==> src/rtl/tdr_pkg.sv <==
package tdr_pkg;

  // descriptor flag bit positions
  localparam int F_READY   = 15;
  localparam int F_OFFLOAD = 14;
  localparam int F_WRAP    = 13;
  localparam int F_INT     = 12;
  localparam int F_LAST    = 11;
  localparam int F_PAD     = 10;

  // flag bits that survive writeback: wrap, interrupt, last, pad, crc, bit 0
  localparam logic [15:0] FLAG_KEEP = 16'h3E01;

  typedef struct packed {
    logic [15:0] flags;
    logic [15:0] len;
    logic [31:0] bptr;
  } desc_t;

  typedef enum logic [3:0] {
    S_IDLE, S_D0, S_D0W, S_D1, S_D1W, S_EVAL,
    S_BR, S_BW, S_WB, S_ADV, S_DONE
  } walk_st_e;

endpackage

==> src/rtl/tdr_desc_codec.sv <==
module tdr_desc_codec
  import tdr_pkg::*;
(
  input  logic        le,
  input  logic [31:0] w0,
  input  logic [31:0] w1,
  output desc_t       dsc,
  input  logic [15:0] wb_flags,
  input  logic [15:0] wb_len,
  output logic [31:0] wb_word
);

  always_comb begin
    if (le) begin
      dsc.flags = w0[15:0];
      dsc.len   = w0[31:16];
      dsc.bptr  = w1;
      wb_word   = {wb_len, wb_flags};
    end else begin
      dsc.flags = {w0[7:0], w0[15:8]};
      dsc.len   = {w0[23:16], w0[31:24]};
      dsc.bptr  = {w1[7:0], w1[15:8], w1[23:16], w1[31:24]};
      wb_word   = {wb_len[7:0], wb_len[15:8], wb_flags[7:0], wb_flags[15:8]};
    end
  end

endmodule

==> src/rtl/tdr_byte_stream.sv <==
module tdr_byte_stream #(
  parameter int MIN_FRAME  = 64,
  parameter int DROP_BYTES = 8
) (
  input  logic       clk,
  input  logic       rst,
  input  logic       in_vld,
  input  logic [7:0] in_byte,
  input  logic       in_eof,
  input  logic       drop_en,
  input  logic       pad_en,
  output logic       busy,
  output logic       tx_vld,
  output logic [7:0] tx_byte,
  output logic       tx_last
);

  localparam int CW = $clog2(MIN_FRAME + 1);
  localparam logic [CW-1:0] MINV  = CW'(MIN_FRAME);
  localparam logic [CW-1:0] DROPV = CW'(DROP_BYTES);

  logic [CW-1:0] cnt;      // frame byte count, saturating at MIN_FRAME
  logic          padding;
  logic [CW-1:0] cnt_inc;
  logic          keep;
  logic          pad_more;

  always_comb begin
    cnt_inc  = (cnt == MINV) ? cnt : cnt + CW'(1);
    keep     = !(drop_en && (cnt < DROPV));
    pad_more = pad_en && (cnt_inc < MINV);
  end

  always_ff @(posedge clk) begin
    if (rst) begin
      cnt     <= '0;
      padding <= 1'b0;
      tx_vld  <= 1'b0;
      tx_byte <= 8'h00;
      tx_last <= 1'b0;
    end else begin
      tx_vld  <= 1'b0;
      tx_last <= 1'b0;
      if (padding) begin
        tx_vld  <= keep;
        tx_byte <= 8'h00;
        tx_last <= keep && (cnt_inc == MINV);
        if (cnt_inc == MINV) begin
          padding <= 1'b0;
          cnt     <= '0;
        end else begin
          cnt <= cnt_inc;
        end
      end else if (in_vld) begin
        tx_vld  <= keep;
        tx_byte <= in_byte;
        tx_last <= keep && in_eof && !pad_more;
        if (in_eof) begin
          padding <= pad_more;
          cnt     <= pad_more ? cnt_inc : '0;
        end else begin
          cnt <= cnt_inc;
        end
      end
    end
  end

  assign busy = padding;

  AST_NO_PUSH_WHILE_PAD: assert property (@(posedge clk) disable iff (rst)
    padding |-> !in_vld);
  AST_PAD_BYTES_ZERO: assert property (@(posedge clk) disable iff (rst)
    padding |=> (!tx_vld || tx_byte == 8'h00));

endmodule

==> src/rtl/tdr_walker.sv <==
module tdr_walker
  import tdr_pkg::*;
#(
  parameter int ADDR_EXT_W = 4,
  parameter int RING_W     = 3,
  parameter int MIN_FRAME  = 64,
  parameter int DROP_BYTES = 8
) (
  input  logic                   clk,
  input  logic                   rst,
  input  logic                   kick,
  input  logic                   tx_enable,
  input  logic                   pad_enable,
  input  logic                   little_endian,
  input  logic [RING_W-1:0]      ring_id,
  input  logic [31:0]            ring_base,
  input  logic [31:0]            ring_ptr,
  input  logic [ADDR_EXT_W-1:0]  addr_ext,
  output logic                   mem_req,
  output logic                   mem_we,
  output logic [31+ADDR_EXT_W:0] mem_addr,
  output logic [31:0]            mem_wdata,
  input  logic [31:0]            mem_rdata,
  output logic                   tx_vld,
  output logic [7:0]             tx_byte,
  output logic                   tx_last,
  output logic                   evt_buf,
  output logic                   evt_frame,
  output logic                   walk_done,
  output logic [31:0]            ptr_out,
  output logic [31:0]            halt_mask
);

  localparam int STAT_W = 32;
  localparam int DESC_B = 8;

  walk_st_e              st;
  logic [31:0]           cur, base_q, nxt_q, bptr;
  logic [31:0]           w0_q;
  logic [15:0]           remain;
  logic                  le_q, padg_q, frame_open, f_drop, f_pad;
  logic [ADDR_EXT_W-1:0] ext_q;
  logic [RING_W-1:0]     ring_q;
  desc_t                 dsc_q, dsc_dec;
  logic [31:0]           wb_word;
  logic                  s_busy, s_vld, s_eof;
  logic [7:0]            s_byte;

  tdr_desc_codec u_codec (
    .le       (le_q),
    .w0       (w0_q),
    .w1       (mem_rdata),
    .dsc      (dsc_dec),
    .wb_flags (dsc_q.flags & FLAG_KEEP),
    .wb_len   (dsc_q.len),
    .wb_word  (wb_word)
  );

  assign s_vld  = (st == S_BW);
  assign s_byte = mem_rdata[{bptr[1:0], 3'b000} +: 8];
  assign s_eof  = dsc_q.flags[F_LAST] && (remain == 16'd1);

  tdr_byte_stream #(.MIN_FRAME(MIN_FRAME), .DROP_BYTES(DROP_BYTES)) u_stream (
    .clk     (clk),
    .rst     (rst),
    .in_vld  (s_vld),
    .in_byte (s_byte),
    .in_eof  (s_eof),
    .drop_en (f_drop),
    .pad_en  (f_pad),
    .busy    (s_busy),
    .tx_vld  (tx_vld),
    .tx_byte (tx_byte),
    .tx_last (tx_last)
  );

  // memory request decode from registered state
  always_comb begin
    mem_req   = 1'b0;
    mem_we    = 1'b0;
    mem_addr  = '0;
    mem_wdata = '0;
    unique case (st)
      S_D0: begin mem_req = 1'b1; mem_addr = {ext_q, cur}; end
      S_D1: begin mem_req = 1'b1; mem_addr = {ext_q, cur + 32'd4}; end
      S_BR: begin mem_req = 1'b1; mem_addr = {ext_q, bptr[31:2], 2'b00}; end
      S_WB: if (!s_busy) begin
        mem_req   = 1'b1;
        mem_we    = 1'b1;
        mem_addr  = {ext_q, cur};
        mem_wdata = wb_word;
      end
      default: ;
    endcase
  end

  always_ff @(posedge clk) begin
    if (rst) begin
      st         <= S_IDLE;
      cur        <= '0;
      base_q     <= '0;
      nxt_q      <= '0;
      bptr       <= '0;
      w0_q       <= '0;
      remain     <= '0;
      le_q       <= 1'b0;
      padg_q     <= 1'b0;
      frame_open <= 1'b0;
      f_drop     <= 1'b0;
      f_pad      <= 1'b0;
      ext_q      <= '0;
      ring_q     <= '0;
      dsc_q      <= '0;
      evt_buf    <= 1'b0;
      evt_frame  <= 1'b0;
      walk_done  <= 1'b0;
      ptr_out    <= '0;
      halt_mask  <= '0;
    end else begin
      evt_buf   <= 1'b0;
      evt_frame <= 1'b0;
      walk_done <= 1'b0;
      unique case (st)
        S_IDLE: if (kick && tx_enable) begin
          cur    <= {ring_ptr[31:3], 3'b000};
          base_q <= {ring_base[31:3], 3'b000};
          le_q   <= little_endian;
          padg_q <= pad_enable;
          ext_q  <= addr_ext;
          ring_q <= ring_id;
          st     <= S_D0;
        end
        S_D0:  st <= S_D0W;
        S_D0W: begin w0_q <= mem_rdata; st <= S_D1; end
        S_D1:  st <= S_D1W;
        S_D1W: begin dsc_q <= dsc_dec; st <= S_EVAL; end
        S_EVAL: begin
          nxt_q <= dsc_q.flags[F_WRAP] ? base_q : cur + 32'(DESC_B);
          if (dsc_q.flags[F_READY] && dsc_q.len != 16'd0) begin
            if (!frame_open) begin
              f_drop <= dsc_q.flags[F_OFFLOAD];
              f_pad  <= dsc_q.flags[F_PAD] || padg_q;
            end
            frame_open <= 1'b1;
            bptr       <= dsc_q.bptr;
            remain     <= dsc_q.len;
            st         <= S_BR;
          end else begin
            st <= S_ADV;
          end
        end
        S_BR: st <= S_BW;
        S_BW: begin
          bptr   <= bptr + 32'd1;
          remain <= remain - 16'd1;
          st     <= (remain == 16'd1) ? S_WB : S_BR;
        end
        S_WB: if (!s_busy) begin
          evt_frame <= dsc_q.flags[F_INT] && dsc_q.flags[F_LAST];
          evt_buf   <= dsc_q.flags[F_INT] && !dsc_q.flags[F_LAST];
          if (dsc_q.flags[F_LAST]) frame_open <= 1'b0;
          st <= S_ADV;
        end
        S_ADV: begin
          cur <= nxt_q;
          st  <= (nxt_q == base_q) ? S_DONE : S_D0;
        end
        S_DONE: begin
          walk_done <= 1'b1;
          ptr_out   <= base_q;
          halt_mask <= STAT_W'(1) << (STAT_W - 1 - int'(ring_q));
          st        <= S_IDLE;
        end
        default: st <= S_IDLE;
      endcase
    end
  end

  AST_EVT_EXCLUSIVE: assert property (@(posedge clk) disable iff (rst)
    !(evt_buf && evt_frame));
  AST_WB_READY_CLEAR: assert property (@(posedge clk) disable iff (rst)
    (mem_req && mem_we) |-> (le_q ? !mem_wdata[15] : !mem_wdata[7]));
  AST_HALT_ONE_BIT: assert property (@(posedge clk) disable iff (rst)
    walk_done |-> $onehot(halt_mask));
  AST_PTR_OUT_ALIGNED: assert property (@(posedge clk) disable iff (rst)
    walk_done |-> (ptr_out[2:0] == 3'b000));
  AST_IDLE_NO_MEM: assert property (@(posedge clk) disable iff (rst)
    (st == S_IDLE) |-> !mem_req);
  AST_NO_BYTES_IDLE: assert property (@(posedge clk) disable iff (rst)
    (st == S_IDLE && !s_busy) |=> !s_vld);

endmodule

==> config.mk <==
export PLATFORM = sky130hd
export DESIGN_NAME = tdr_walker
export DESIGN_NICKNAME = d
export VERILOG_FILES = /design/src/rtl/tdr_pkg.sv /design/src/rtl/tdr_desc_codec.sv /design/src/rtl/tdr_byte_stream.sv /design/src/rtl/tdr_walker.sv
export SDC_FILE = /design/constraint.sdc
export NUM_CORES = 1
export LEC_CHECK = 0
export BUFFER_PORTS_ARGS = -buffer_cell sky130_fd_sc_hd__buf_2
export CAP_MARGIN = 20
export CORE_MARGIN = 2
export CORE_UTILIZATION = 25
export CTS_CLUSTER_DIAMETER = 40
export DETAILED_ROUTE_END_ITERATION = 6
export GPL_TIMING_DRIVEN = 0
export PLACE_DENSITY = 0.39
export SETUP_SLACK_MARGIN = 0.1
export SYNTH_ARGS = -nofsm -noshare
export SYNTH_HDL_FRONTEND = slang
export SYNTH_SLANG_ARGS = --single-unit
==> constraint.sdc <==
create_clock -name clk -period 4.4 [get_ports clk]
set_input_delay 0.22 -clock clk [delete_from_list [all_inputs] [get_ports clk]]
set_output_delay 0.22 -clock clk [all_outputs]
set_load 0.005 [all_outputs]
==> results of run 1 <==
==> state kept, by name, summed over array words and instances (netlist names), 3 cells and up <==
signal and cells:
u_stream.cnt 7, ext_q 4, halt_mask 8, st 4, nxt_q 32, dsc_q 56
w0_q 32, bptr 32, cur 32, remain 16, u_stream.tx_byte 8, ring_q 3
ptr_out 29, base_q 29
==> what timing repair did <==
action	in CTS	in global routing
setup buffers	0	0
hold buffers	95	1
endpoints found under the hold margin	95	1
==> Yosys cell counts, types with 9 or more instances <==
cell,count
nand2_1,395
dfxtp_1,303
a21oi_1,193
nor2_1,174
clkbuf_1,139
mux2i_1,77
nand3_1,66
a211oi_1,64
xnor2_1,43
nand4_1,38
a31oi_1,36
nor3_1,35
a311oi_1,33
buf_4,31
o21ai_0,29
and3_1,25
o21ai_1,22
inv_1,19
o211ai_1,18
and2_1,17
nor4_1,16
or3_1,16
nor2b_1,13
buf_1,12
a2bb2oi_1,11
buf_2,11
nand2b_1,11
nand3b_1,11
xor2_1,11
o311ai_1,9
==> layer usage <==
layer	vias to the layer above	track usage
li1	7932	-
met1	7959	0.282
met5	-	0
met3	129	0.0346
met4	0	0.0911
met2	566	0.356
==> critical path: cells and delay by family (launching register included) <==
kind,cells,cell delay [ns]
and+or+nand+nor,5,1.96
DFF,1,0.60
adders and majority gates,1,0.28
buffers and inverters,1,0.14
==> stage by stage <==
| step | util | setup slack [ns] | std cells |
|---|---|---|---|
| floorplan | - | 2.18 | 2027 |
| global placement | 0.289 | 1.13 | 3082 |
| detailed placement | 0.289 | 1.28 | 3083 |
| CTS | 0.345 | 0.679 | 3303 |
| global route | 0.346 | 0.527 | 3304 |
| finish | 0.346 | 0.607 | 3304 |
==> power by group <==
| part | total [W] | leakage, nW | internal (W) | switching [W] |
|---|---|---|---|---|
| registers | 0.00286 | 2.45 | 0.00280 | 0.0000591 |
| logic | 0.000603 | 4.05 | 0.000235 | 0.000368 |
| clock network | 0.00562 | 1.22 | 0.00388 | 0.00175 |
==> how the worst min path moves through the flow <==
stage	from	to	slack (ns)	cells after the start
after floorplan	addr_ext[0]	ext_q[0]	0.36	2
after global placement	ext_q[3]	ext_q[3]	0.44	2
after detailed placement	ext_q[3]	ext_q[3]	0.45	2
after CTS	mem_rdata[19]	w0_q[19]	0.007	3
after global routing	mem_rdata[19]	w0_q[19]	0.009	3
final	mem_rdata[19]	w0_q[19]	0.02	3
==> kinds of logic (layout without fill, tap and decap cells) <==
family                   count (synthesis)  count (layout)  synth area share
multiplexers                            85              85            0.0611
buffers and inverters                  212             652            0.0595
AND/OR/NAND/NOR                        864             864             0.260
AO/OA/AOI/OAI                          471             471             0.193
adder cells (fa/ha/maj)                  7               7           0.00563
other                                    1              31          0.000241
XOR/XNOR                                54              54            0.0304
flip-flops                             303             303             0.390
==> cell type report <==
| class | count | area, sq um | share of cell area |
|---|---|---|---|
| Timing Repair Buffer | 315 | 2060 | 0.0967 |
| Inverter | 19 | 71.3 | 0.00335 |
| Buffer | 193 | 855 | 0.0401 |
| Tap cell | 837 | 1050 | 0.0492 |
| Clock buffer | 82 | 1890 | 0.0887 |
| Clock inverter | 43 | 631 | 0.0296 |
| Sequential cell | 303 | 6070 | 0.285 |
| Multi-Input combinational cell | 1512 | 8670 | 0.407 |
==> qor.csv, run 1 <==
metric,value,unit
numCtsBuffers,68,
synth_top_area_cell,dfxtp_1,
rsz0062_at_grt,false,
crit_chain,ha_1 > nand3_1 > nor4_4 > nand2_1 > or4_1 > nand3_1 > buf_2,
grt_max_degree,11,
wl,71400,microns
crit_fanout,10,
routed-wl-met3,3610,microns
drt-initial-drc-count,1419,
synth_edf_count,0,
wl_met2,33200,microns
period_needed,3.79,ns
outcome,"finished, final reports clean",
layout-drive-gt1-share,0.163,
final_cell_mix,"nand2_1, dfxtp_1, buf_2",
synth_cell_types,68,
synth_flop_cell,dfxtp_1,
timing.rr.start,st[2],
synth_area_leaders,"dfxtp_1, nand2_1, a21oi_1, mux2i_1, nor2_1",
vias_per_cell,5.02,
synth_top_area_frac,0.390,
end_kind,output pin,
fill_cells,6531,
clk_latency,0.61,ns
final_nets,2528,
synthCells,1997,
core-area,61600,sq um
die_y,253,microns
yosys_warnings,0,
overflow,0,
grt_pass1_vias,15900,
cts_tree,done,
hpwl,54500,microns
fin_crit_sh,0.862,
worst_pin_slew,1.09,ns
max_stage_delay,0.62,ns
clock.fmax,264,MHz
finalPower,0.00909,W
die_w,253,microns
clkTransAtPathRegs,0.05,ns
final.setup.tns,0,ns
hold_viol_final,0,
wl_met1,31700,microns
cp.required,4.18,ns
portBuffers,218,
leakagePower,7.72,nW
hold_class,input pin to register,
syn_area_per_cell,7.79,sq um
path_class,register to output pin,
dpl_cell_area,17800,sq um
pin_count,256,
cts_max_level,3,
p_per_area,427,nW/um^2
cts_root_buffer,clkbuf_16,
syn-cell-area,15600,sq um
cp_common_cell,nand3_1,
slew_headroom,0.271,
r2r_cells,7,
ir_drop,0.000269,V
r2r_slack,1.24,ns
clock_sink_count,303,
drv_slew,0,
wl_per_cell,21.6,microns
first_pass_iters,5,
drc,0,
seq_area_frac_synth,0.390,
worst_clock_skew,0.0316,ns
drtAntennaViolNets,0,
dieArea,64200,sq um
grt_pass1_wl,103000,microns
critical_path_arrival,3.57,ns
antennaDiodeCount,0,
area_delta_synth_final,36.9,%
num_vias,16600,
place.gp.congestion,0.868,
worstSetupStartpointType,register,
max-cap-violations,0,
maxUsedRoutingLayer,met4,
slowest_stage,nor4_4,
grt_usage,0.217,
antenna_found_initial,1,
hold_ws,0.0174,ns
ctsResizeCount,0,
r2r-end,nxt_q[22],
initial_core_util,0.252,
final_common_cell,nand2_1,
synthArstFlopShare,0,
rows,91,
synth-seq-cells,303,
crit_path_start,cur[2],
crit_end,mem_addr[30],
setup_violations,0,
clock_path_buffers,3,
design_area,21300,sq um
Note: power is estimated with default switching activity, not from simulation.
==> run 2, diff against run 1 <==
Settings changed: REMOVE_ABC_BUFFERS set to 1.
==> run 2 against run 1 <==
  * Via count decreased by 6.7%
  * Wire length fell by 17%
  * Combinational power decreased by 15%
  * Sequential cell count is the same
  * Die area unchanged
  * Critical path depth unchanged
  * Fmax down 2.9%
  * Core utilization shrank 0.72 points
  * Sequential power barely moved
  * Largest cell class unchanged
  * Non-clock buffer count decreased by 144
  * Clock skew decreased by 0.0040 ns
  * Cell area decreased by 2.1%
==> qor.csv, run 2 (synthesized netlist as in run 1, its figures left out) <==
metric,value,unit
overflow,0,
outcome,"finished, final reports clean",
die_w,253,microns
antennaDiodeCount,0,
pwr-share-clk,0.588,
setup_violations,0,
rows,91,
wl_per_cell,18.7,microns
clkTransAtPathRegs,0.05,ns
drv_slew,0,
drt-initial-drc-count,976,
final_nets,2382,
worst_pin_slew,1.08,ns
clk_latency,0.60,ns
cts_root_buffer,clkbuf_16,
p_per_area,396,nW/um^2
slew_headroom,0.277,
fin_crit_sh,0.887,
end_kind,output pin,
die_y,253,microns
whs_path_depth,3,
power.internal,0.00620,W
final_cell_mix,"nand2_1, dfxtp_1, buf_2",
hold_class,input pin to register,
grt_pass1_wl,89200,microns
p_sw,0.00207,W
cts_setup_buffers,0,
critical_path_arrival,3.68,ns
layout-drive-gt1-share,0.169,
grt_pass1_vias,14800,
numCtsBuffers,66,
final_common_cell,nand2_1,
drc,0,
hpwl,41500,microns
period_needed,3.90,ns
antenna_found_initial,0,
initial_core_util,0.252,
leakagePower,7.54,nW
grt_max_degree,138,
regArea,6070,sq um
fill_cells,6515,
grt_usage,0.180,
finalPower,0.00826,W
core-area,61600,sq um
num_vias,15500,
clock_sink_count,303,
dp_slack,1.10,ns
multiInputGateArea,8720,sq um
r2r_cells,5,
hold_ws,0.0570,ns
drtAntennaViolNets,0,
vias_per_cell,4.91,
area_delta_synth_final,34.1,%
rsz0062_at_grt,false,
dpl_cell_area,17500,sq um
dieArea,64200,sq um
place.gp.congestion,0.880,
largest_reg_flops,56,
worstSetupStartpointType,register,
first_pass_iters,5,
final.setup.tns,0,ns
ir_drop,0.000212,V
design_area,20800,sq um
clock.fmax,256,MHz
worst_clock_skew,0.0276,ns
combinationalPowerShare,0.062,
path_class,register to output pin,
p_seq_frac,0.350,
max-cap-violations,0,
crit_fanout,17,
ctsResizeCount,0,
cts_max_level,3,
portBuffers,218,
clock_path_buffers,3,
largest-register,dsc_q,
hold_viol_final,0,
cp.required,4.18,ns
p_sw_frac,0.250,
cts_tree,done,
setup_slack,0.495,ns
hold_buffers,115,
wl,59000,microns
pin_count,256,
-- run 2: worst paths after layout --
kind                                   start  slack (ns)      endpoint
worst max-delay path                  cur[2]        0.50  mem_addr[30]
worst min-delay path            ring_ptr[28]        0.06       cur[28]
worst max register to register         st[0]        1.18    remain[15]
worst min register to register   ptr_out[23]        0.45   ptr_out[23]
-- run 2: power by group through the flow --
stage / clock network [W] / logic, W / registers [W]
finish: 0.00486 / 0.000514 / 0.00289
global route: 0.00512 / 0.000562 / 0.00290
CTS: 0.00498 / 0.000517 / 0.00289
detailed placement: 0 / 0.000442 / 0.00294
global placement: 0 / 0.000419 / 0.00295
floorplan: 0 / 0.000206 / 0.00292
-- run 2: final cells by class --
class,instances,area share
Clock buffer,83,0.0871
Clock inverter,34,0.0172
Inverter,19,0.00342
Multi-Input combinational cell,1512,0.418
Sequential cell,303,0.291
Tap cell,837,0.0502
Timing Repair Buffer,364,0.132
-- run 2: per-stage QoR --
| stage | cells | util |
|---|---|---|
| floorplan | 1834 | - |
| global placement | 2889 | 0.275 |
| detailed placement | 2918 | 0.284 |
| CTS | 3150 | 0.338 |
| global route | 3152 | 0.338 |
| finish | 3152 | 0.338 |
-- run 2: per-layer routing --
layer,vias to the layer above,part of all wire,GRT usage
li1,7626,-,-
met5,-,0,0
met2,366,0.45,0.285
met1,7383,0.47,0.242
met4,0,0.028,0.0669
met3,98,0.045,0.0345
-- run 2: critical path, cell delays in order (launching register included) --
cell	delay, ns
dfxtp_1	0.80
ha_1	0.31
nand3_1	0.21
nor4_4	0.59
nand2_1	0.32
or4_1	0.58
nand3_1	0.15
buf_2	0.14
==> run 3, diff against run 2 <==
Settings changed: ABC_AREA set to 1.
==> run 3 against run 2 <==
  * Sequential share of layout area fell by 1.3 points
  * Sequential power rose by 12%
  * Combinational power rose to 3.0 times the previous value
  * Global-route usage rose by 2.0 points
  * Largest power group unchanged
==> qor.csv, run 3 <==
metric,value,unit
outcome,"finished, final reports clean",
regArea,6070,sq um
first_pass_iters,5,
r2r_slack,0.54,ns
cp.required,4.18,ns
clkTransAtPathRegs,0.05,ns
worst_pin_slew,1.17,ns
setup_slack,0.464,ns
grt_pass1_wl,104000,microns
multiInputGateArea,8790,sq um
end_kind,output pin,
grt_max_degree,146,
die_w,260,microns
r2r_cells,9,
design_area,21800,sq um
setup_violations,0,
hold_viol_final,0,
synthArstFlopShare,0,
num_vias,17900,
wl,68600,microns
hold_ws,0.0759,ns
worstSetupStartpointType,register,
wl_met2,31400,microns
clock_sink_count,303,
p_per_area,476,nW/um^2
final_nets,2936,
final_common_cell,nand2_1,
drt-initial-drc-count,1341,
cts_tree,done,
path_class,register to output pin,
cts_root_buffer,clkbuf_16,
synth_top_area_frac,0.372,
hpwl,48000,microns
synthMostInstantiatedCell,nand2_1,
yosys_warnings,0,
synth_top_area_cell,dfxtp_1,
numCtsBuffers,72,
rows,93,
core-area,64500,sq um
synth_common_cells,"nand2_1, nor2_1, dfxtp_1, o21ai_0, a21oi_1",
synth-seq-cells,303,
dpl_cell_area,18100,sq um
cts_setup_buffers,0,
cts_max_level,3,
seq_area_frac_synth,0.372,
critical_path_arrival,3.72,ns
pin_count,256,
grt_usage,0.200,
synth_edf_count,0,
dp_slack,-0.594,ns
wl_met1,32300,microns
largest_reg_flops,56,
ir_drop,0.000222,V
slew_headroom,0.217,
max-cap-violations,0,
vias_per_cell,4.81,
place.gp.congestion,0.862,
clk_latency,0.62,ns
layout-drive-gt1-share,0.132,
final_cell_mix,"nand2_1, nor2_1, dfxtp_1",
syn_area_per_cell,6.41,sq um
grt_pass1_vias,17200,
clock_path_buffers,3,
worst_clock_skew,0.0312,ns
drc,0,
drv_slew,0,
synth_flop_cell,dfxtp_1,
maxUsedRoutingLayer,met4,
rsz0062_at_grt,false,
fin_crit_sh,0.894,
die_y,260,microns
whs_path_depth,2,
dieArea,67400,sq um
crit_fanout,9,
hold_class,input pin to register,
wl_per_cell,18.4,microns
area_delta_synth_final,33.6,%
antenna_found_initial,2,
routed-wl-met3,3180,microns
clock.fmax,254,MHz
antennaDiodeCount,0,
overflow,0,
synth_cell_types,39,
syn-cell-area,16300,sq um
synth_area_leaders,"dfxtp_1, nand2_1, nor2_1, o21ai_0, a21oi_1",
synthCells,2549,
drtAntennaViolNets,0,
largest-register,dsc_q,
initial_core_util,0.253,
portBuffers,218,
fill_cells,7112,
finalPower,0.0104,W
leakagePower,8.85,nW
period_needed,3.94,ns
run 3: cell types whose count changed after synthesis, moves of 77 or more:
| cell | previous run | this run |
|---|---|---|
| mux2i_1 | 77 | 0 |
| nor2_1 | 174 | 368 |
| nand2_1 | 395 | 607 |
| o21ai_0 | 29 | 257 |
| nand3_1 | 66 | 160 |
| inv_1 | 19 | 198 |
run 3: worst paths after layout:
check,start,to
max,cur[2],mem_addr[12]
min,rst,nxt_q[28]
max reg2reg,st[0],bptr[21]
min reg2reg,ext_q[0],ext_q[0]
run 3: worst max-delay path, stage by stage (launching register included):
cell	delay [ns]
dfxtp_1	0.62
ha_1	0.29
inv_1	0.11
nor3_1	0.95
nand2_1	0.24
xor2_1	0.21
o21ai_0	0.47
buf_2	0.22
run 3: final cells by class:
class                   instances  share of cell area
multi-input cells            1891               0.403
flip-flops and latches        303               0.278
repair buffers                344               0.115
clock buffers                  92              0.0911
well taps                     855              0.0490
inverters                     208              0.0366
clock inverters                35              0.0266
run 3: logic make-up after synthesis:
logic type,synth area share
other,0.000230
AOI/OAI and AO/OA,0.199
DFF,0.372
xor gates and xnor gates,0.0220
adders and majority gates,0.00536
buffers and inverters,0.0989
and+or+nand+nor,0.303
run 3: through the flow:
| step | std cells | TNS (ns) | utilization |
|---|---|---|---|
| after global routing | 3728 | 0 | 0.338 |
| after detailed placement | 3486 | -13.27 | 0.281 |
| after CTS | 3728 | 0 | 0.338 |
| after floorplan | 2402 | 0 | - |
| after global placement | 3475 | -719.25 | 0.276 |
| final | 3728 | 0 | 0.338 |
run 3: what timing repair did:
| action | 4_1_cts | 5_1_grt |
|---|---|---|
| hold buffers | 115 | 0 |
| resized for setup | 3 | 0 |
| hold endpoints to repair | 127 | 0 |
| endpoints found under the setup margin | 33 | 0 |
run 3: power by group:
| part | switching, W | total [W] | leakage [nW] | internal [W] |
|---|---|---|---|---|
| combinational | 0.00103 | 0.00154 | 5.15 | 0.000509 |
| clock | 0.00182 | 0.00562 | 1.24 | 0.00379 |
| sequential | 0.000240 | 0.00323 | 2.45 | 0.00299 |
run 3: per-layer routing:
layer  track usage  up-vias
met5             0        -
met4        0.0678        0
met3        0.0276       95
met2         0.323      467
met1         0.272     8445
li1              -     8927
